## config.mk

```make
export PLATFORM = sky130hd
export DESIGN_NAME = flash_seq
export DESIGN_NICKNAME = d
export VERILOG_FILES = /design/src/rtl/flash_seq_pkg.sv /design/src/rtl/fs_status_check.sv /design/src/rtl/fs_poll_timer.sv /design/src/rtl/flash_seq.sv
export SDC_FILE = /design/constraint.sdc
export NUM_CORES = 1
export LEC_CHECK = 0
export ABC_AREA = 0
export ABC_CLOCK_PERIOD_IN_PS = 2800
export BUFFER_PORTS_ARGS = -buffer_cell sky130_fd_sc_hd__buf_2
export CAP_MARGIN = 20
export CORE_AREA = 2 2 94 96
export DETAILED_ROUTE_END_ITERATION = 6
export DIE_AREA = 0 0 96 98
export GPL_ROUTABILITY_DRIVEN = 0
export HOLD_SLACK_MARGIN = 0.06
export MAX_ROUTING_LAYER = met4
export PLACE_DENSITY = 0.84
export RECOVER_POWER = 100
export SKIP_LAST_GASP = 1
export SLEW_MARGIN = 40
export SYNTH_ARGS = -nofsm -noshare
export SYNTH_HDL_FRONTEND = slang
export SYNTH_HIERARCHICAL = 1
export SYNTH_SLANG_ARGS = --single-unit
```

## constraint.sdc

```tcl
create_clock -name clk -period 2.8 [get_ports clk]
set_input_delay 0.56 -clock clk [delete_from_list [all_inputs] [get_ports clk]]
set_output_delay 0.56 -clock clk [all_outputs]
set_load 0.05 [all_outputs]
```

## src/rtl/flash_seq_pkg.sv

```systemverilog
// Shared constants for the flash sequencer: request opcodes, result codes,
// device command bytes and status bit positions.
package flash_seq_pkg;
    localparam logic [1:0] OP_ERASE = 2'd0;
    localparam logic [1:0] OP_PROG  = 2'd1;
    localparam logic [1:0] OP_READ  = 2'd2;

    localparam logic [2:0] RC_OK      = 3'd0;
    localparam logic [2:0] RC_RANGE   = 3'd1;
    localparam logic [2:0] RC_SEQ     = 3'd2;
    localparam logic [2:0] RC_ERASE   = 3'd3;
    localparam logic [2:0] RC_WRITE   = 3'd4;
    localparam logic [2:0] RC_TIMEOUT = 3'd5;

    localparam logic [7:0] FC_ERASE_SETUP = 8'h20;
    localparam logic [7:0] FC_CONFIRM     = 8'hD0;
    localparam logic [7:0] FC_PROG_SETUP  = 8'h40;
    localparam logic [7:0] FC_SUSPEND     = 8'hB0;
    localparam logic [7:0] FC_STATUS      = 8'h70;
    localparam logic [7:0] FC_CLEAR       = 8'h50;
    localparam logic [7:0] FC_ARRAY       = 8'hFF;

    localparam int SB_READY = 7;
    localparam int SB_SUSP  = 6;
    localparam int SB_EFAIL = 5;
    localparam int SB_WFAIL = 4;
    localparam int SB_RANGE = 3;

    typedef enum logic [4:0] {
        ST_IDLE, ST_E_SETUP, ST_E_CONF, ST_E_GAP, ST_E_POLL,
        ST_S_SUSP, ST_S_STAT, ST_S_POLL, ST_S_CLR, ST_S_ARRAY,
        ST_S_READ, ST_S_RESUME, ST_P_SETUP, ST_P_DATA, ST_P_POLL,
        ST_R_READ, ST_CLR, ST_RESTORE
    } seq_state_e;
endpackage

```

## src/rtl/fs_status_check.sv

```systemverilog
// Full status check: turns a device status byte into one result code.
// Assumes the byte was read with the ready flag set; range error has priority.
module fs_status_check
    import flash_seq_pkg::*;
(
    input  logic [7:0] status,
    output logic [2:0] code
);
    // Priority decode of the error flags
    always_comb begin
        if (status[SB_RANGE])                          code = RC_RANGE;
        else if (status[SB_EFAIL] && status[SB_WFAIL]) code = RC_SEQ;
        else if (status[SB_EFAIL])                     code = RC_ERASE;
        else if (status[SB_WFAIL])                     code = RC_WRITE;
        else                                           code = RC_OK;
    end
endmodule

```

## src/rtl/fs_poll_timer.sv

```systemverilog
// Counts status reads that found the device busy; flags the last allowed one.
// Assumes miss pulses only while clr is low.
module fs_poll_timer #(
    parameter int MAX_POLLS = 1024
) (
    input  logic clk,
    input  logic rst_n,
    input  logic clr,
    input  logic miss,
    output logic last
);
    localparam int CNT_W = $clog2(MAX_POLLS + 1);

    logic [CNT_W-1:0] cnt;

    // Miss counter, cleared outside polling
    always_ff @(posedge clk) begin
        if (!rst_n || clr) cnt <= '0;
        else if (miss)     cnt <= cnt + 1'b1;
    end

    assign last = (cnt == CNT_W'(MAX_POLLS - 1));
endmodule

```

## src/rtl/flash_seq.sv

```systemverilog
// Host-side sequencer for a byte-wide command flash. Accepts erase, program
// and read requests, issues command cycles, polls status, runs the full
// status check and the suspend/read/resume flow. One bus transfer per
// req/ack handshake; bus_rdata is valid in the ack cycle.
module flash_seq
    import flash_seq_pkg::*;
#(
    parameter int ADDR_W    = 20,
    parameter int BLK_W     = 16,
    parameter int MAX_POLLS = 1024
) (
    input  logic              clk,
    input  logic              rst_n,
    input  logic              cmd_valid,
    input  logic [1:0]        cmd_op,
    input  logic [ADDR_W-1:0] cmd_addr,
    input  logic [7:0]        cmd_wdata,
    output logic              cmd_ready,
    output logic              rsp_valid,
    output logic [1:0]        rsp_op,
    output logic [2:0]        rsp_code,
    output logic [7:0]        rsp_rdata,
    output logic              bus_req,
    output logic              bus_we,
    output logic [ADDR_W-1:0] bus_addr,
    output logic [7:0]        bus_wdata,
    input  logic [7:0]        bus_rdata,
    input  logic              bus_ack
);
    localparam logic [ADDR_W-1:0] BLK_MASK = {ADDR_W{1'b1}} << BLK_W;

    seq_state_e        state;
    logic [ADDR_W-1:0] blk_q, addr_q, raddr_q;
    logic [7:0]        data_q;
    logic              resume_q;
    logic [2:0]        chk_code;
    logic              poll_st, poll_last, accept, ready_bit;

    fs_status_check u_check (.status(bus_rdata), .code(chk_code));

    assign poll_st   = (state == ST_E_POLL) || (state == ST_S_POLL) || (state == ST_P_POLL);
    assign ready_bit = bus_rdata[SB_READY];

    fs_poll_timer #(.MAX_POLLS(MAX_POLLS)) u_timer (
        .clk  (clk),
        .rst_n(rst_n),
        .clr  (!poll_st && state != ST_E_GAP),
        .miss (poll_st && bus_ack && !ready_bit),
        .last (poll_last)
    );

    // Request acceptance: new work when idle, reads only between erase polls
    always_comb begin
        cmd_ready = ((state == ST_IDLE) && (cmd_op != 2'd3)) ||
                    ((state == ST_E_GAP) && (cmd_op == OP_READ));
    end
    assign accept = cmd_valid && cmd_ready;

    // Bus transfer selected by the current step
    always_comb begin
        bus_req   = 1'b1;
        bus_we    = 1'b1;
        bus_addr  = blk_q;
        bus_wdata = 8'h00;
        unique case (state)
            ST_IDLE, ST_E_GAP: bus_req = 1'b0;
            ST_E_SETUP:  bus_wdata = FC_ERASE_SETUP;
            ST_E_CONF:   bus_wdata = FC_CONFIRM;
            ST_E_POLL:   bus_we = 1'b0;
            ST_S_SUSP:   bus_wdata = FC_SUSPEND;
            ST_S_STAT:   bus_wdata = FC_STATUS;
            ST_S_POLL:   bus_we = 1'b0;
            ST_S_CLR:    bus_wdata = FC_CLEAR;
            ST_S_ARRAY:  bus_wdata = FC_ARRAY;
            ST_S_READ:   begin bus_we = 1'b0; bus_addr = raddr_q; end
            ST_S_RESUME: bus_wdata = FC_CONFIRM;
            ST_P_SETUP:  begin bus_addr = addr_q; bus_wdata = FC_PROG_SETUP; end
            ST_P_DATA:   begin bus_addr = addr_q; bus_wdata = data_q; end
            ST_P_POLL:   begin bus_we = 1'b0; bus_addr = addr_q; end
            ST_R_READ:   begin bus_we = 1'b0; bus_addr = raddr_q; end
            ST_CLR:      bus_wdata = FC_CLEAR;
            ST_RESTORE:  bus_wdata = FC_ARRAY;
            default:     bus_req = 1'b0;
        endcase
    end

    // Step sequencing and response generation
    always_ff @(posedge clk) begin
        if (!rst_n) begin
            state     <= ST_IDLE;
            blk_q     <= '0;
            addr_q    <= '0;
            raddr_q   <= '0;
            data_q    <= '0;
            resume_q  <= 1'b0;
            rsp_valid <= 1'b0;
            rsp_op    <= OP_ERASE;
            rsp_code  <= RC_OK;
            rsp_rdata <= '0;
        end else begin
            rsp_valid <= 1'b0;
            unique case (state)
                ST_IDLE: if (accept) begin
                    if (cmd_op == OP_ERASE) begin
                        blk_q <= cmd_addr & BLK_MASK;
                        state <= ST_E_SETUP;
                    end else if (cmd_op == OP_PROG) begin
                        addr_q <= cmd_addr;
                        data_q <= cmd_wdata;
                        state  <= ST_P_SETUP;
                    end else begin
                        raddr_q <= cmd_addr;
                        state   <= ST_R_READ;
                    end
                end
                ST_E_SETUP: if (bus_ack) state <= ST_E_CONF;
                ST_E_CONF:  if (bus_ack) state <= ST_E_GAP;
                ST_E_GAP: begin
                    if (accept) begin
                        raddr_q <= cmd_addr;
                        state   <= ST_S_SUSP;
                    end else begin
                        state <= ST_E_POLL;
                    end
                end
                ST_E_POLL, ST_P_POLL: if (bus_ack) begin
                    if (ready_bit || poll_last) begin
                        rsp_valid <= 1'b1;
                        rsp_op    <= (state == ST_E_POLL) ? OP_ERASE : OP_PROG;
                        rsp_code  <= ready_bit ? chk_code : RC_TIMEOUT;
                        state     <= (ready_bit && chk_code == RC_OK) ? ST_RESTORE : ST_CLR;
                    end else if (state == ST_E_POLL) begin
                        state <= ST_E_GAP;
                    end
                end
                ST_S_SUSP: if (bus_ack) state <= ST_S_STAT;
                ST_S_STAT: if (bus_ack) state <= ST_S_POLL;
                ST_S_POLL: if (bus_ack) begin
                    if (ready_bit && bus_rdata[SB_SUSP]) begin
                        resume_q <= 1'b1;
                        state    <= ST_S_ARRAY;
                    end else if (ready_bit) begin
                        resume_q  <= 1'b0;
                        rsp_valid <= 1'b1;
                        rsp_op    <= OP_ERASE;
                        rsp_code  <= chk_code;
                        state     <= (chk_code == RC_OK) ? ST_S_ARRAY : ST_S_CLR;
                    end else if (poll_last) begin
                        rsp_valid <= 1'b1;
                        rsp_op    <= OP_READ;
                        rsp_code  <= RC_TIMEOUT;
                        state     <= ST_CLR;
                    end
                end
                ST_S_CLR:   if (bus_ack) state <= ST_S_ARRAY;
                ST_S_ARRAY: if (bus_ack) state <= ST_S_READ;
                ST_S_READ, ST_R_READ: if (bus_ack) begin
                    rsp_valid <= 1'b1;
                    rsp_op    <= OP_READ;
                    rsp_code  <= RC_OK;
                    rsp_rdata <= bus_rdata;
                    state     <= (state == ST_S_READ && resume_q) ? ST_S_RESUME : ST_IDLE;
                end
                ST_S_RESUME: if (bus_ack) state <= ST_E_GAP;
                ST_P_SETUP:  if (bus_ack) state <= ST_P_DATA;
                ST_P_DATA:   if (bus_ack) state <= ST_P_POLL;
                ST_CLR:      if (bus_ack) state <= ST_RESTORE;
                ST_RESTORE:  if (bus_ack) state <= ST_IDLE;
                default:     state <= ST_IDLE;
            endcase
        end
    end
endmodule

```

# [After elaboration in Yosys (flattened, before gate mapping)]
# Cells that the tools add are included.
[classes] n_addsub=1 mul=0 div=0 magnitude_cmp=0 n_eq_ne=44 n_shift=0 muxes=67 bitwise_logic=1 reduce_logical=39
[op_table] operator="two-way mux 5 bit" count=19
[op_table] operator="two-way mux 20 bit" count=4
[op_table] operator="case mux 20 bit (2 select lines)" count=2
[op_table] operator="case mux 5 bit (15 select lines)" count=1
[op_table] operator="case mux 8 bit (8 select lines)" count=1
[op_table] operator="== test 5 x 4 -> 1 bit (second input constant)" count=8
[op_table] operator="two-way mux 3 bit" count=12
[op_table] operator="!= test 2 bit (second input constant)" count=18
[op_table] operator="== test 5 x 3 -> 1 bit (second input constant)" count=4
[op_table] operator="two-way mux 2 bit" count=8
[op_table] operator="AND reduction 16 bit" count=1
[op_table] operator="OR reduction 16 bit" count=1
[op_table] operator="two-way mux 1 bit" count=15
[op_table] operator="adder 11 x 1 -> 11 bit (second input constant)" count=1
[op_table] operator="== test 11 x 10 -> 1 bit (second input constant)" count=1
[op_table] operator="== test 5 x 2 -> 1 bit (second input constant)" count=2
[op_table] operator="== test 5 bit (second input constant)" count=2
[op_table] operator="logical AND 1 bit" count=10
[op_table] operator="OR reduction 2 bit" count=5
[op_table] operator="case mux 3 bit (3 select lines)" count=1
[op_table] operator="two-way mux 4 bit" count=2
[op_table] operator="AND reduction 7 bit" count=1
[op_table] operator="!= test 3 bit (second input constant)" count=2
[op_table] operator="case mux 2 bit (3 select lines)" count=1
[op_table] operator="21 further kinds" count=30
[word_totals] regBits=83 latchBits=0 mem_bits_rw=0 rom_bits=0 input_bits=42 out_inout_bits=45 elab_cells=163 memories=0

# [Depth between registers and ports, before layout]
# Gate-level depths: netlist of the first run.
[logic_depth] depth_word=10 ltp_mapped=10 ltp_nobuf=8

# [By module]
# The synthesis of the first run kept the hierarchy.
[modules_own_cells] module="flash_seq" n_inst=1 cells_each=462 area_per_inst_um2=3900.0 seq_area_each_um2=1441.4
[modules_own_cells] module="fs_poll_timer" n_inst=1 cells_each=57 area_per_inst_um2=510.5 seq_area_each_um2=220.2
[modules_own_cells] module="fs_status_check" n_inst=1 cells_each=4 area_per_inst_um2=27.5 seq_area_each_um2=0.0

# [Least setup slack after synthesis of the first run]
# OpenSTA, ideal clock, no wires.
[synth_timing] path_kind="register to output" start="register state[3]" end="output bus_we" t_arrival_ns=2.144 required_ns=2.240 path_slack_ns=0.096 stages_incl_launch_ff=7 n_path_buf=3 path_cell_list="dfxtp_1 -> buf_4 -> nor2b_4 -> and3_1 -> buf_6 -> clkbuf_1 -> nor3_1"
[synth_between] elab_chain_len=3 word_cells_on_any_way=7 cone_classes="eq/ne: 5; mux: 1; reduce/logical: 1"
[synth_rtl] element="from (decl)" line="flash_seq.sv:32" text="seq_state_e state;"
[synth_rtl] element="from (signal assigned)" line="flash_seq.sv:131" text="state <= (ready_bit && chk_code == RC_OK) ? ST_RESTORE : ST_CLR;"
[synth_rtl] element="from (signal assigned)" line="flash_seq.sv:147" text="state <= (chk_code == RC_OK) ? ST_S_ARRAY : ST_S_CLR;"
[synth_rtl] element="from (signal assigned)" line="flash_seq.sv:162" text="state <= (state == ST_S_READ && resume_q) ? ST_S_RESUME : ST_IDLE;"
[synth_rtl] element="== test 5 x 3 -> 1 bit / == test 5 x 4 -> 1 bit (equally long branches)" line="flash_seq.sv:65" text="unique case (state)"
[synth_rtl] element="OR reduction 5 bit (no source line) (*)"
[synth_rtl] element="two-way mux 1 bit (*)" line="flash_seq.sv:65"
[synth_rtl] element="to (decl)" line="flash_seq.sv:24" text="output logic bus_we,"
# Mark *: on every way between the ends. The rest lies on a longest branch, timed or not.

# [Worst setup path after layout of the first run]
[layout_timing] start="register state[4]" end="output cmd_ready"
[layout_between] elab_chain_len=3 word_cells_on_any_way=5 cone_classes="eq/ne: 1; reduce/logical: 4"
[layout_rtl] element="== test 5 x 2 -> 1 bit / logical NOT 5 bit (equally long branches)" line="flash_seq.sv:55, flash_seq.sv:54"
[layout_rtl] element="logical AND 1 bit (on tied branches)" line="flash_seq.sv:55, flash_seq.sv:54"
[layout_rtl] element="logical OR 1 bit (*)" line="flash_seq.sv:54" text="cmd_ready = ((state == ST_IDLE) && (cmd_op != 2'd3)) ||"
[layout_rtl] element="to (decl)" line="flash_seq.sv:18" text="output logic cmd_ready,"
# Marks and branches as above.

==> flow_metrics.tcl, run 1 <==
set metrics [dict create \
    status "finished, final reports clean" \
    synth_top_area_share_pct 37.44 \
    synth_seq_cells 83 \
    crit_fanout 11 \
    tightest_slew_ps 755.9 \
    post-route-util_pct 58.96 \
    antenna_found_initial 0 \
    area_growth_pct 12.46 \
    drt_iter0_drc 394 \
    vias_per_cell 5.862 \
    setup_viol 0 \
    drt-pass1-iter-count 6 \
    slew_viol_final 0 \
    drive_gt1_share_pct 19.97 \
    synth.avg_cell_area_um2 8.486 \
    syn_area_um2 4438 \
    totalWireLength_um 11120 \
    io_buffer_count 86 \
    p_per_area_nw_per_um2 769.7 \
    row_count 34 \
    vias 4127 \
    rsz0062_at_grt "false" \
    cts.sinks 83 \
    fillers 761 \
    dieHeight_um 98 \
    cp_num_cells 6 \
    cp-end-kind "output pin" \
    drv_cap 0 \
    critPathArrivalTime_ps 2150 \
    drc 0 \
    synth_seq_area_share_pct 37.44 \
    clk_pin_slew_worst_paths_ps 80 \
    period_needed_ps 2707 \
    finalNonFillerCells 704 \
    critical_path.endpoint "cmd_ready" \
    async_reset_ff_share_pct 0 \
    yosys_warnings 6 \
    crit_path_top_delay_cell "or3_1" \
    total_power_w 0.003841 \
    synth-edff-count 0 \
    reg2reg_from "state[0]" \
    start_util_pct 52.42 \
    r2r_end "raddr_q[10]" \
    post-cts-setup-buffers 0 \
    track_usage_pct 24.62 \
    dp.cells 688 \
    antenna_cells 0 \
    ctsHoldBuffers 0 \
    htreeDepth 3 \
    cts_tree "built" \
    synth.area.top_cells "dfxtp_1 (37%), nand2_1 (7.7%), mux2i_1 (6.5%)" \
    cts_made_buffers 9 \
    cp_num_buf_inv 2 \
    grt_pass1_wl_um 18070 \
    grt_pass1_vias 3934 \
    ios 87 \
    ir_drop_mv 0.3767 \
    fmax_ghz 0.3694 \
    yosys.area.top_type "dfxtp_1" \
    synth_top_flop_cell "dfxtp_1" \
    ys_types 71 \
    critPathLaunchType "flip-flop" \
    finalNetCount 634 \
    layout_common_cells "nand2_1 (91), dfxtp_1 (81), buf_2 (50)" \
    critical-path-top-delay-family "simple AND/OR/NAND/NOR gates" \
    r2r_setup_slack_ps 210 \
    final_common_cell "nand2_1" \
    fp.coreArea_um2 8466 \
    fin_crit_sh_pct 96.67 \
    clock_latency_ps 350 \
    syn_inst 523 \
    wl_per_cell_um 15.79 \
    die_area_um2 9408 \
    setup_tns_ps 0 \
    path_cells "buf_4, or3_1, nor2_4, a31oi_1, a21oi_1, buf_2" \
    rr_worst_depth 7 \
    finalHoldViolations 0 \
    slew_headroom_pct 49.31 \
    postSynthNetCount 566 \
    hold_path.class "input port to flip-flop" \
    cts.path.max_buffers 2 \
    setup.worst_path.start "state[4]" \
    required_ps 2240 \
    grt_max_degree 51 \
    die_w_um 96 \
    cts-root-buf "clkbuf_8" \
    critPathKind "flip-flop to output pin" \
    drtAntennaViolNets 0 \
    clock_skew_ps 6.369 \
    dp_hpwl_um 7888 \
    critPathMaxStageDelay_ps 480 \
    overflow 0 \
    p_leak_nw 1.881 \
]
[metal layers]
metal  global-route usage [%]  routed length (µm)  vias up  share of wire, %
met4                    10.33                 333        0               3.0
met2                    38.73                5406      168                49
met3                    5.941                 782       46               7.0
met5                        -                   0        -                 0
li1                         -                   -     1971                 -
met1                    29.86                4593     1942                41
[cells in the mapped netlist, types with 5 or more instances]
master and count:
clkbuf_1 17, nand2b_1 9, nor3_1 9, a22o_1 16, nand3_1 16, a21boi_1 16
o21ai_0 17, a21boi_0 13, buf_2 14, nand4_1 6, nand2_1 91, a22oi_1 5
a21oi_1 21, inv_1 12, nor2_1 19, o22ai_1 5, mux2i_1 29, buf_6 10
dfxtp_1 83, nor2b_1 33
[stage by stage]
stage / setup WS [ps] / cell area [µm²] / hold WS [ps]
global route: 5.642 / 4991 / 442.0
global placement: 445.6 / 4857 / 440.4
floorplan: 95.57 / 4438 / 430.0
detailed placement: 366.9 / 4857 / 442.4
CTS: 54.52 / 5044 / 421.3
finish: 93.24 / 4991 / 449.4
[report_power, final]
group	leakage (nW)	internal (W)	switching, W	total (W)
combinational	1.11	0.000533	0.00115	0.00168
sequential	0.672	0.00127	0.0000776	0.00135
clock	0.0957	0.000372	0.000439	0.000812
total	1.88	0.00217	0.00167	0.00384
[how the worst min path moves through the flow]
stage	from	end	slack, ps	cells past startpoint
floorplan	data_q[5]	data_q[5]	430	2
global placement	data_q[5]	data_q[5]	440	2
detailed placement	data_q[4]	data_q[4]	440	2
CTS	cmd_wdata[7]	data_q[7]	420	3
global route	bus_rdata[0]	rsp_rdata[0]	440	3
finish	cmd_wdata[0]	data_q[0]	450	3
[state kept, by name, indices dropped and copies added (netlist names)]
name and cells:
u_timer/cnt 11, raddr_q 20, state 5, rsp_valid 1
addr_q 20, blk_q 4, rsp_code 3, data_q 8
resume_q 1, rsp_rdata 8, rsp_op 2
[what timing repair did]
action | in CTS | in global routing
endpoints found under the hold margin | 0 | 0
resized for setup | 0 | 4
endpoints found under the setup margin | 0 | 19
[worst register-to-register path, cell delays in order (launching register included)]
cell and delay, ps:
dfxtp_2 450, clkbuf_2 320, nor3b_4 390, nand2_1 160
a211oi_4 250, buf_2 550, mux2i_1 300, nor2b_1 60
[layout make-up]
class | count | area, µm² | share of cell area, %
Clock inverter | 5 | 35.03 | 0.7019
Clock buffer | 11 | 151.4 | 3.033
Multi-Input combinational cell | 384 | 2447 | 49.03
Sequential cell | 83 | 1664 | 33.34
Timing Repair Buffer | 101 | 513.0 | 10.28
Inverter | 12 | 45.04 | 0.9025
Tap cell | 108 | 135.1 | 2.707
[logic make-up after synthesis]
kind of cell | Yosys count | share of synthesized area, %
mux | 29 | 6.541
simple gates | 214 | 25.06
compound gates | 132 | 22.07
fa+ha+maj | 1 | 0.2819
flops | 83 | 37.44
xor+xnor | 8 | 1.579
buf+inv | 56 | 7.020
Note: power is estimated with default switching activity, not from simulation.
==> run 2, diff against run 1 <==
--- a/config.mk
+++ b/config.mk
@@ -9,17 +9,16 @@
 export ABC_CLOCK_PERIOD_IN_PS = 2800
 export BUFFER_PORTS_ARGS = -buffer_cell sky130_fd_sc_hd__buf_2
 export CAP_MARGIN = 20
-export CORE_AREA = 2 2 94 96
+export CORE_AREA = 2 2 92 94
 export DETAILED_ROUTE_END_ITERATION = 6
-export DIE_AREA = 0 0 96 98
+export DIE_AREA = 0 0 94 96
 export GPL_ROUTABILITY_DRIVEN = 0
 export HOLD_SLACK_MARGIN = 0.06
 export MAX_ROUTING_LAYER = met4
-export PLACE_DENSITY = 0.84
+export PLACE_DENSITY = 0.85
 export RECOVER_POWER = 100
 export SKIP_LAST_GASP = 1
 export SLEW_MARGIN = 40
 export SYNTH_ARGS = -nofsm -noshare
 export SYNTH_HDL_FRONTEND = slang
-export SYNTH_HIERARCHICAL = 1
 export SYNTH_SLANG_ARGS = --single-unit
==> run 2 against run 1 <==
Critical path depth stayed put; die area is 4.1% lower; clock-buffer cell count is 2 lower; synthesized cell count is 0.38% higher; sequential cell count stayed put; utilization is 2.8 points higher; clock skew is 0.79 ps higher; critical path type unchanged.
==> flow_metrics.tcl, run 2 <==
set metrics [dict create \
    status "finished, final reports clean" \
    synth_seq_cells 83 \
    row_count 33 \
    finalHoldViolations 0 \
    ir_drop_mv 0.4419 \
    drtAntennaViolNets 0 \
    clock_skew_ps 7.156 \
    hold_path.class "input port to flip-flop" \
    critPathKind "flip-flop to output pin" \
    grt_pass1_wl_um 18100 \
    setup_viol 0 \
    critPathLaunchType "flip-flop" \
    overflow 0 \
    track_usage_pct 26.09 \
    ios 87 \
    slew_headroom_pct 51.83 \
    yosys_warnings 0 \
    yosysMostFrequentCell "nand2_1" \
    final_area_um2 4974 \
    antenna_found_initial 0 \
    clk_pin_slew_worst_paths_ps 90 \
    largestRegisters "addr_q x20, raddr_q x20, u_timer.cnt x11" \
    multiInputGateArea_um2 2354 \
    drv_cap 0 \
    die_area_um2 9024 \
    synth-edff-count 0 \
    critPathArrivalTime_ps 2170 \
    tightest_slew_ps 721.8 \
    synth_top_flop_cell "dfxtp_1" \
    clock_latency_ps 360 \
    layout_common_cells "nand2_1 (93), dfxtp_1 (80), nor2_1 (50)" \
    drive_gt1_share_pct 19.83 \
    dp_hpwl_um 7958 \
    timing.final.ws_setup_ps 71.85 \
    cts_made_buffers 9 \
    hp-start "cmd_wdata[1]" \
    wl_per_cell_um 15.67 \
    cts-resized-gates 0 \
    postSynthNetCount 568 \
    p_leak_nw 1.977 \
    async_reset_ff_share_pct 0 \
    syn_inst 525 \
    grt_max_degree 35 \
    yosys.area.top_type "dfxtp_1" \
    fp.coreArea_um2 8051 \
    setup_tns_ps 0 \
    post-cts-setup-buffers 0 \
    antenna_cells 0 \
    totalWireLength_um 11130 \
    required_ps 2240 \
    slew_viol_final 0 \
    total_power_w 0.004347 \
    final_common_cell "nand2_1" \
    place_ws_ps 441.0 \
    htreeDepth 3 \
    start_util_pct 53.01 \
    drt-pass1-iter-count 6 \
    finalNetCount 643 \
    synthTopCellsByCount "nand2_1 (93), dfxtp_1 (83), nor2_1 (50)" \
    cts-root-buf "clkbuf_8" \
    die_w_um 94 \
    reg2reg_from "state[1]" \
    rsz0062_at_grt "false" \
    fillers 702 \
    cts.sinks 83 \
    syn_area_um2 4268 \
    cp-end-kind "output pin" \
    place_area_um2 4777 \
    io_buffer_count 86 \
    synth.area.top_cells "dfxtp_1 (39%), mux2i_1 (8.4%), nand2_1 (8.2%)" \
    drt_iter0_drc 476 \
    synth.avg_cell_area_um2 8.129 \
    setup.worst_path.start "state[2]" \
    cts.path.max_buffers 2 \
    vias_per_cell 5.841 \
    ctsHoldBuffers 0 \
    period_needed_ps 2728 \
    cts_tree "built" \
    p_per_area_nw_per_um2 873.9 \
    synth_top_area_share_pct 38.93 \
    fmax_ghz 0.3665 \
    grt_pass1_vias 3887 \
    seq_area_um2 1665 \
    crit_fanout 14 \
    vias 4147 \
    fin_crit_sh_pct 97.43 \
    drc 0 \
    dieHeight_um 96 \
    synth_seq_area_share_pct 38.93 \
    ys_types 64 \
    area_growth_pct 16.53 \
]
[run 2: cell types whose count changed after synthesis, sizes merged, moves of 7 or more]
cell,delta
nor2,+29
a21oi,+27
xnor2,+7
mux2i,+7
nor2b,-26
a21boi,-31
[run 2: worst max-delay path, stage by stage, from the launching register on]
cell and delay (ps):
dfxtp_2 460, nor2b_1 490, o21ai_0 160, nand2_1 100, a22oi_1 70, o22ai_1 220, clkbuf_2 320
[run 2: metrics by stage]
step	hold slack [ps]	std cells	util, %
floorplan	431.2	525	-
global placement	439.7	694	59.33
detailed placement	444.1	694	59.33
CTS	420.3	710	62.39
global route	434.4	710	61.77
finish	428.2	710	61.77
[run 2: cell families (layout without fill, tap and decap cells)]
group                    after synthesis  after routing  synth area share (%)
AO/OA/AOI/OAI                        124            124                 19.35
flip-flops                            83             83                 38.93
AND/OR/NAND/NOR                      217            217                 24.25
multiplexers                          37             37                 8.707
adder cells (fa/ha/maj)                1              1                0.2931
buffers and inverters                 50            130                 5.805
XOR/XNOR                              13             13                 2.668
[run 2: worst paths after layout]
path	end	slack (ps)	cells after the start
worst min register to register	data_q[2]	460	2
worst max register to register	raddr_q[19]	190	7
worst min-delay path	data_q[1]	430	3
worst max-delay path	bus_wdata[7]	70	6
[run 2: final cells by class]
| cell class | count | share of cell area, % |
|---|---|---|
| multi-input combinational | 392 | 47.32 |
| sequential | 83 | 33.48 |
| timing repair buffer | 105 | 10.92 |
| tap | 105 | 2.642 |
| clock buffer | 9 | 2.491 |
| clock inverter | 7 | 2.465 |
| inverter | 9 | 0.6792 |
[run 2: report_power, final]
part | switching (W) | internal, W
Combinational | 0.00131 | 0.000601
Clock | 0.000456 | 0.000598
Sequential | 0.000107 | 0.00128
[run 2: routing by layer]
metal / up-vias / wire length, µm / GRT usage, % / part of all wire [%]
met1: 1903 / 4637 / 31.39 / 42
met5: - / 0 / - / 0
met4: 0 / 224 / 9.783 / 2.0
li1: 1997 / - / - / -
met3: 33 / 957 / 6.186 / 8.6
met2: 214 / 5307 / 42.80 / 48
